<file path="src/rtl/zio_wb_pkg.sv">
package zio_wb_pkg;

  localparam int IO_W = 8;

  typedef enum logic [1:0] {
    ST_IDLE = 2'd0,
    ST_BUS  = 2'd1,
    ST_HOLD = 2'd2
  } bridge_st_t;

  // True when an I/O port number lies inside the inclusive window [lo, hi].
  function automatic logic in_io_window(input logic [IO_W-1:0] port,
                                        input logic [IO_W-1:0] lo,
                                        input logic [IO_W-1:0] hi);
    return (port >= lo) && (port <= hi);
  endfunction

  // An I/O cycle is under way when the request and either strobe are low.
  function automatic logic io_strobe_live(input logic iorq_n,
                                          input logic rd_n,
                                          input logic wr_n);
    return !iorq_n && (!rd_n || !wr_n);
  endfunction

endpackage

</file>
<file path="src/rtl/zio_cycle_detect.sv">
module zio_cycle_detect
  import zio_wb_pkg::*;
#(
  parameter int ADDR_W = 16,
  parameter int DATA_W = 8,
  parameter logic [IO_W-1:0] WIN_LO = 8'h40,
  parameter logic [IO_W-1:0] WIN_HI = 8'h4F
) (
  input  logic              clk,
  input  logic              rst_n,
  input  logic [ADDR_W-1:0] addr,
  input  logic [DATA_W-1:0] dout,
  input  logic              iorq_n,
  input  logic              rd_n,
  input  logic              wr_n,
  input  logic              idle,
  output logic              start_evt,
  output logic              start_rd,
  output logic              rd_live,
  output logic [IO_W-1:0]   cap_port,
  output logic [DATA_W-1:0] cap_data,
  output logic              cap_we
);

  logic req_now;
  logic req_q;
  logic win_hit;

  assign req_now   = io_strobe_live(iorq_n, rd_n, wr_n);
  assign win_hit   = in_io_window(addr[IO_W-1:0], WIN_LO, WIN_HI);
  assign start_evt = req_now && !req_q && idle && win_hit;
  assign start_rd  = !rd_n;
  assign rd_live   = !iorq_n && !rd_n;

  always_ff @(posedge clk or negedge rst_n) begin
    if (!rst_n) begin
      req_q <= 1'b0;
    end else begin
      req_q <= req_now;
    end
  end

  // Capture on the very first edge of the strobe: the data may vanish next.
  always_ff @(posedge clk or negedge rst_n) begin
    if (!rst_n) begin
      cap_port <= '0;
      cap_data <= '0;
      cap_we   <= 1'b0;
    end else if (start_evt) begin
      cap_port <= addr[IO_W-1:0];
      cap_data <= dout;
      cap_we   <= !wr_n;
    end
  end

endmodule

</file>
<file path="src/rtl/zio_wb_master.sv">
module zio_wb_master
  import zio_wb_pkg::*;
(
  input  logic clk,
  input  logic rst_n,
  input  logic start_evt,
  input  logic cap_we,
  input  logic rd_live,
  input  logic ack,
  output logic idle,
  output logic bus_active,
  output logic hold_active,
  output logic rd_ack_take
);

  bridge_st_t st_q;
  bridge_st_t st_d;

  always_comb begin
    st_d = st_q;
    unique case (st_q)
      ST_IDLE: if (start_evt) st_d = ST_BUS;
      ST_BUS:  if (ack) st_d = cap_we ? ST_IDLE : ST_HOLD;
      ST_HOLD: if (!rd_live) st_d = ST_IDLE;
      default: st_d = ST_IDLE;
    endcase
  end

  always_ff @(posedge clk or negedge rst_n) begin
    if (!rst_n) begin
      st_q <= ST_IDLE;
    end else begin
      st_q <= st_d;
    end
  end

  assign idle        = (st_q == ST_IDLE);
  assign bus_active  = (st_q == ST_BUS);
  assign hold_active = (st_q == ST_HOLD);
  assign rd_ack_take = bus_active && ack && !cap_we;

endmodule

</file>
<file path="src/rtl/zio_read_return.sv">
module zio_read_return #(
  parameter int DATA_W = 8
) (
  input  logic              clk,
  input  logic              rst_n,
  input  logic              take,
  input  logic [DATA_W-1:0] wb_data,
  input  logic              hold_active,
  input  logic              rd_live,
  output logic [DATA_W-1:0] din,
  output logic              din_oe
);

  logic [DATA_W-1:0] rdata_q;

  always_ff @(posedge clk or negedge rst_n) begin
    if (!rst_n) begin
      rdata_q <= '0;
    end else if (take) begin
      rdata_q <= wb_data;
    end
  end

  assign din    = rdata_q;
  assign din_oe = hold_active && rd_live;

endmodule

</file>
<file path="src/rtl/zio_wb_bridge.sv">
module zio_wb_bridge
  import zio_wb_pkg::*;
#(
  parameter int ADDR_W = 16,
  parameter int DATA_W = 8,
  parameter logic [IO_W-1:0] WIN_LO = 8'h40,
  parameter logic [IO_W-1:0] WIN_HI = 8'h4F,
  localparam int SEL_W = DATA_W / 8
) (
  input  logic              clk,
  input  logic              rst_n,
  input  logic [ADDR_W-1:0] cpu_addr,
  input  logic [DATA_W-1:0] cpu_dout,
  input  logic              cpu_iorq_n,
  input  logic              cpu_rd_n,
  input  logic              cpu_wr_n,
  output logic [DATA_W-1:0] cpu_din,
  output logic              cpu_din_oe,
  output logic              cpu_wait_n,
  output logic [IO_W-1:0]   wb_adr_o,
  output logic [DATA_W-1:0] wb_dat_o,
  input  logic [DATA_W-1:0] wb_dat_i,
  output logic              wb_we_o,
  output logic [SEL_W-1:0]  wb_sel_o,
  output logic              wb_stb_o,
  output logic              wb_cyc_o,
  input  logic              wb_ack_i
);

  // Named internal events, visible to the bound checker.
  logic start_evt;
  logic start_rd;
  logic rd_live;
  logic idle;
  logic bus_active;
  logic hold_active;
  logic rd_ack_take;
  logic cap_we;

  zio_cycle_detect #(
    .ADDR_W (ADDR_W),
    .DATA_W (DATA_W),
    .WIN_LO (WIN_LO),
    .WIN_HI (WIN_HI)
  ) detect_i (
    .clk       (clk),
    .rst_n     (rst_n),
    .addr      (cpu_addr),
    .dout      (cpu_dout),
    .iorq_n    (cpu_iorq_n),
    .rd_n      (cpu_rd_n),
    .wr_n      (cpu_wr_n),
    .idle      (idle),
    .start_evt (start_evt),
    .start_rd  (start_rd),
    .rd_live   (rd_live),
    .cap_port  (wb_adr_o),
    .cap_data  (wb_dat_o),
    .cap_we    (cap_we)
  );

  zio_wb_master master_i (
    .clk         (clk),
    .rst_n       (rst_n),
    .start_evt   (start_evt),
    .cap_we      (cap_we),
    .rd_live     (rd_live),
    .ack         (wb_ack_i),
    .idle        (idle),
    .bus_active  (bus_active),
    .hold_active (hold_active),
    .rd_ack_take (rd_ack_take)
  );

  zio_read_return #(
    .DATA_W (DATA_W)
  ) ret_i (
    .clk         (clk),
    .rst_n       (rst_n),
    .take        (rd_ack_take),
    .wb_data     (wb_dat_i),
    .hold_active (hold_active),
    .rd_live     (rd_live),
    .din         (cpu_din),
    .din_oe      (cpu_din_oe)
  );

  assign wb_cyc_o = bus_active;
  assign wb_stb_o = bus_active;
  assign wb_we_o  = bus_active && cap_we;
  assign wb_sel_o = {SEL_W{1'b1}};

  // A read waits from the strobe's first cycle until the acknowledge is taken.
  assign cpu_wait_n = !((start_evt && start_rd) || (bus_active && !cap_we));

endmodule

</file>
<file path="config.mk">
export PLATFORM = sky130hd
export DESIGN_NAME = zio_wb_bridge
export DESIGN_NICKNAME = d
export VERILOG_FILES = /design/src/rtl/zio_wb_pkg.sv /design/src/rtl/zio_cycle_detect.sv /design/src/rtl/zio_wb_master.sv /design/src/rtl/zio_read_return.sv /design/src/rtl/zio_wb_bridge.sv
export SDC_FILE = /design/constraint.sdc
export NUM_CORES = 1
export LEC_CHECK = 0
export BUFFER_PORTS_ARGS = -buffer_cell sky130_fd_sc_hd__buf_2
export CORE_MARGIN = 3
export CORE_UTILIZATION = 35
export DETAILED_ROUTE_END_ITERATION = 7
export GPL_TIMING_DRIVEN = 0
export PLACE_DENSITY = 0.67
export SKIP_CTS_REPAIR_TIMING = 1
export SYNTH_ARGS = -nofsm -noshare
export SYNTH_HDL_FRONTEND = slang
export SYNTH_SLANG_ARGS = --single-unit
</file>
<file path="constraint.sdc">
create_clock -name clk -period 1.9 [get_ports clk]
set_input_delay 0.285 -clock clk [delete_from_list [all_inputs] [get_ports clk]]
set_output_delay 0.285 -clock clk [all_outputs]
set_load 0.05 [all_outputs]
</file>
After elaboration in Yosys (flattened, before gate mapping)
Cells that the tools add are included.

Register bits after elaboration: 28. Bits of input ports: 38. Output and inout port bits: 30. Word-level logic and storage cells: 40.

Magnitude comparators: 2. Equal/unequal tests: 5. Muxes and demuxes: 5. Reductions and logical operators: 22.

Operator list (count): 1-bit logical AND (12); 8-bit by 7-bit greater-or-equal comparator with 1-bit output, second input constant (1); 8-bit by 7-bit <= comparator with 1-bit output, second input constant (1); 2-bit 2-to-1 mux (4); 1-bit logical NOT (6); 2-bit != test, second input constant (3); 2-bit case mux with 3 select lines (1); 3-bit AND reduction (1); 2-bit by 1-bit == test with 1-bit output, second input constant (1); 2-bit == test, second input constant (1); 2-bit logical NOT (1); 1-bit logical OR (2).

Depth between registers and ports, before layout
Word-level depth: 9. Depth in mapped cells: 4. Gate-level depth less buffers: 3.

By module
Synthesis repeated with hierarchy kept, for this count alone.

Cell total of the unflattened synthesis: 78. Area, all modules: 1202.4 sq um.

By module, submodules not included: zio_cycle_detect (instances 1, cells an instance 44, area an instance 718.2 sq um, seq. area each 450.4 sq um); zio_read_return (instances 1, cells an instance 18, area an instance 337.8 sq um, seq. area each 200.2 sq um); zio_wb_master (instances 1, cells an instance 10, area an instance 103.8 sq um, seq. area each 50.0 sq um); zio_wb_bridge (instances 1, cells an instance 6, area an instance 42.5 sq um, seq. area each 0.0 sq um).

Worst setup path after synthesis
Ideal clock, no wire load.

Path kind: flip-flop to output port. Start point: register master_i.st_q[0]. End point: output port wb_we_o. Data arrival time: 1.554 ns. Data required time: 1.615 ns. Setup slack: 0.061 ns. Cell stages (with the launch flop): 3. Path buffers: 0. Cell sequence: dfrtp_1 -> inv_1 -> nor3_1.

Word-level cells in the longest chain between the ends: 2.

RTL lines: start: declaration (line zio_wb_master.sv:16) `bridge_st_t st_q;`; start signal: assignment (line zio_wb_master.sv:33) `st_q <= st_d;`; 2-bit by 1-bit == test with 1-bit output (line zio_wb_master.sv:38) `assign bus_active = (st_q == ST_BUS);`; 1-bit logical AND (line zio_wb_bridge.sv:90) `assign wb_we_o = bus_active && cap_we;`; end: declaration (line zio_wb_bridge.sv:23) `output logic wb_we_o,`.

Every way passes these cells.

Worst setup path in the final report
Start point: register master_i.st_q[1]. End point: output port cpu_wait_n.

Word-level cells in the longest chain between the ends: 6. Elaborated cells between the ends (all ways): 8. Classes of those cells: eq/ne (1); reduce/logical (7).

RTL lines: 2-bit logical NOT (line zio_wb_master.sv:37) `assign idle = (st_q == ST_IDLE);`; 1-bit logical AND (2 in series) (line zio_cycle_detect.sv:31) `assign start_evt = req_now && !req_q && idle && win_hit;`; 1-bit logical AND (line zio_wb_bridge.sv:94) `assign cpu_wait_n = !((start_evt && start_rd) || (bus_active && !cap_we));`; 1-bit logical OR * (line zio_wb_bridge.sv:94); 1-bit logical NOT * (line zio_wb_bridge.sv:94); end: declaration (line zio_wb_bridge.sv:19) `output logic cpu_wait_n,`.

Every way passes the cells marked *; elsewhere a longest branch is shown, timed or not.

==> metrics.txt <==
status finished clean; FMAX about 560 MHz; First DRT Iteration DRCs 18; register area roughly 700 um^2; Post-Syn Area 1140 um^2; TNS Setup 0 ns; Worst setup SP type flip-flop; Seq cells post-synth 28; Die Footprint approximately 4000 um^2; port bufs 58; Synth Warn # 0; first-pass GRT wire length around 4100 um; post-DP HPWL about 1900 um; initial cell density of the core 0.371; clk_lat worst skew 0.32 ns; area leader, netlist dfrtp_1; final count of negative-setup-slack endpoints 0; max-slew violations 0; initial antenna violation count 0; Num Clock Sinks 28; Die Wd 63.1 um; total power 2.12 mW; synth top area cells dfrtp_1 61%, mux2_2 16%, mux2_4 5.3%; total track usage 0.127; post-synthesis cell type count 20; filler cell count between 200 and 300; WL per Instance approximately 13 um; final WL between 2000 and 2500 um; drc violations 0; Syn Nets ~110; CTS buffer count 3; pre-CTS setup slack roughly 0.27 ns; TritonCTS clock tree done; final worst-path cycle share 0.936; Inserted Diodes 0; Hold WC Path Type input pin to flip-flop; die height around 63 um; via density per instance ~4.4; Synth top area share 0.613; unrepaired setup endpoints after global routing false; Pwr Density approximately 1400 nW/um^2; Root Driver clkbuf_4; multi-input gate area in the final layout approximately 410 um^2; Core ar. slightly above 3000 um^2; Routed Antenna Nets 0; Longest Clk Path Bufs 2; sequential share of the synthesized area 0.613; largest net degree at the start of global routing 29; Max transition margin 0.592; final hold vios 0; Hold Slack 0.154 ns; crit end category output pin; Max Cap Viol 0; Routability Congestion around 0.7; vias in the first global route a little over 900; Final WS setup ~0.12 ns; maximum vdd ir drop between 0.0005 and 0.0006 V; classification of the worst setup path flip-flop to output pin; CTS H-Tree Depth 1; Worst Skew between 0.01 and 0.015 ns; worst-path fanout max 7; Critical Path RT between 1.5 and 2 ns; Avg Synthesized Cell Area 15.0 um^2; Layout area overhead 34.7%; total grt overflow 0; Layout Nets roughly 180; Tmin final about 1.8 ns; final cell count without fillers between 150 and 200; cells after synthesis 76; worst slew pin tran roughly 0.61 ns; Top Ports between 60 and 70; Clock transition at path regs 0.14 ns; Initial DRT Pass Iterations 4; routed vias between 700 and 800; dpl cells roughly 180; P_leak roughly 0.86 nW; Std-Cell Rows 20; critical path arrival between 1 and 1.5 ns; layout cells sized above 1 0.655
==> synth_stat cells <==
master / number
dfrtp_1: 28
mux2_2: 16
and2_1: 5
a21oi_1: 4
mux2_4: 4
buf_4: 2
inv_1: 2
nor2_1: 2
nor3_1: 2
a211oi_2: 1
a31oi_1: 1
buf_2: 1
buf_6: 1
conb_1: 1
mux2i_1: 1
nand2b_1: 1
nand3_4: 1
nor3b_1: 1
nor4b_4: 1
or2_2: 1
==> layout make-up <==
type / instances / area share
inverters: 2 / 0.00488
well taps: 44 / 0.0358
clock buffers: 4 / 0.0236
repair buffers: 59 / 0.195
plain buffers: 4 / 0.0203
flip-flops and latches: 28 / 0.455
multi-input cells: 42 / 0.265
==> registers in the layout, indices dropped and copies added, names as in the netlist <==
name / count
detect_i.cap_port: 8
detect_i.cap_data: 8
ret_i.din: 8
detect_i.req_q: 1
master_i.st_q: 2
detect_i.cap_we: 1
==> critical path, stage by stage (launching register included) <==
cell     delay, ns
dfrtp_1       0.49
nor4b_4       0.33
a31oi_1       0.13
buf_2         0.23
==> power by group <==
| part | switching [mW] | internal, mW | leakage [nW] | total (mW) |
|---|---|---|---|---|
| logic | 0.730 | 0.276 | 0.475 | 1.01 |
| registers | 0.0831 | 0.745 | 0.365 | 0.828 |
| clock network | 0.166 | 0.117 | 0.0210 | 0.283 |
==> metrics by stage <==
stage | instance area [um^2] | util
6_report | 1540 | 0.500
5_1_grt | 1540 | 0.500
4_1_cts | 1520 | 0.495
3_5_place_dp | 1490 | 0.483
3_3_place_gp | 1490 | 0.483
2_1_floorplan | 1140 | -
==> routing by layer <==
metal  part of all wire  track usage  vias to the layer above  routed length (um)
met4                  0       0.0248                        0                   0
met2               0.52        0.221                       32                1220
met3              0.061       0.0321                        0                 144
li1                   -            -                      385                   -
met5                  0            0                        -                   0
met1               0.42        0.160                      381                 995
==> layout by cell type, fill, tap and decap left out, types with 2 or more instances in the layout <==
| master | count |
|---|---|
| inv_1 | 2 |
| clkbuf_4 | 3 |
| dfrtp_1 | 28 |
| mux2_2 | 16 |
| and2_1 | 5 |
| nor2_1 | 2 |
| buf_4 | 2 |
| mux2_4 | 4 |
| a21oi_1 | 4 |
| buf_2 | 59 |
==> cells by family after synthesis <==
logic type,after synthesis,share of synthesized area
buffers and inverters,6,0.0339
and+or+nand+nor,14,0.0964
DFF,28,0.613
AOI/OAI and AO/OA,6,0.0340
muxes,21,0.219
other,1,0.00328
==> final timing paths <==
path,start,end,slack [ns],cells past startpoint
worst max-delay path,master_i.st_q[1]$_DFFE_PN0P_,cpu_wait_n,0.12,3
worst min-delay path,cpu_iorq_n,detect_i.req_q$_DFF_PN0_,0.15,2
worst max register to register,master_i.st_q[1]$_DFFE_PN0P_,ret_i.din[1]$_DFFE_PN0P_,0.28,4
worst min register to register,detect_i.cap_port[6]$_DFFE_PN0P_,detect_i.cap_port[6]$_DFFE_PN0P_,0.50,1
max in group asynchronous,rst_n,ret_i.din[1]$_DFFE_PN0P_,1.02,2
min in group asynchronous,rst_n,detect_i.cap_data[2]$_DFFE_PN0P_,0.48,2
(Power assumes the default switching activity.)
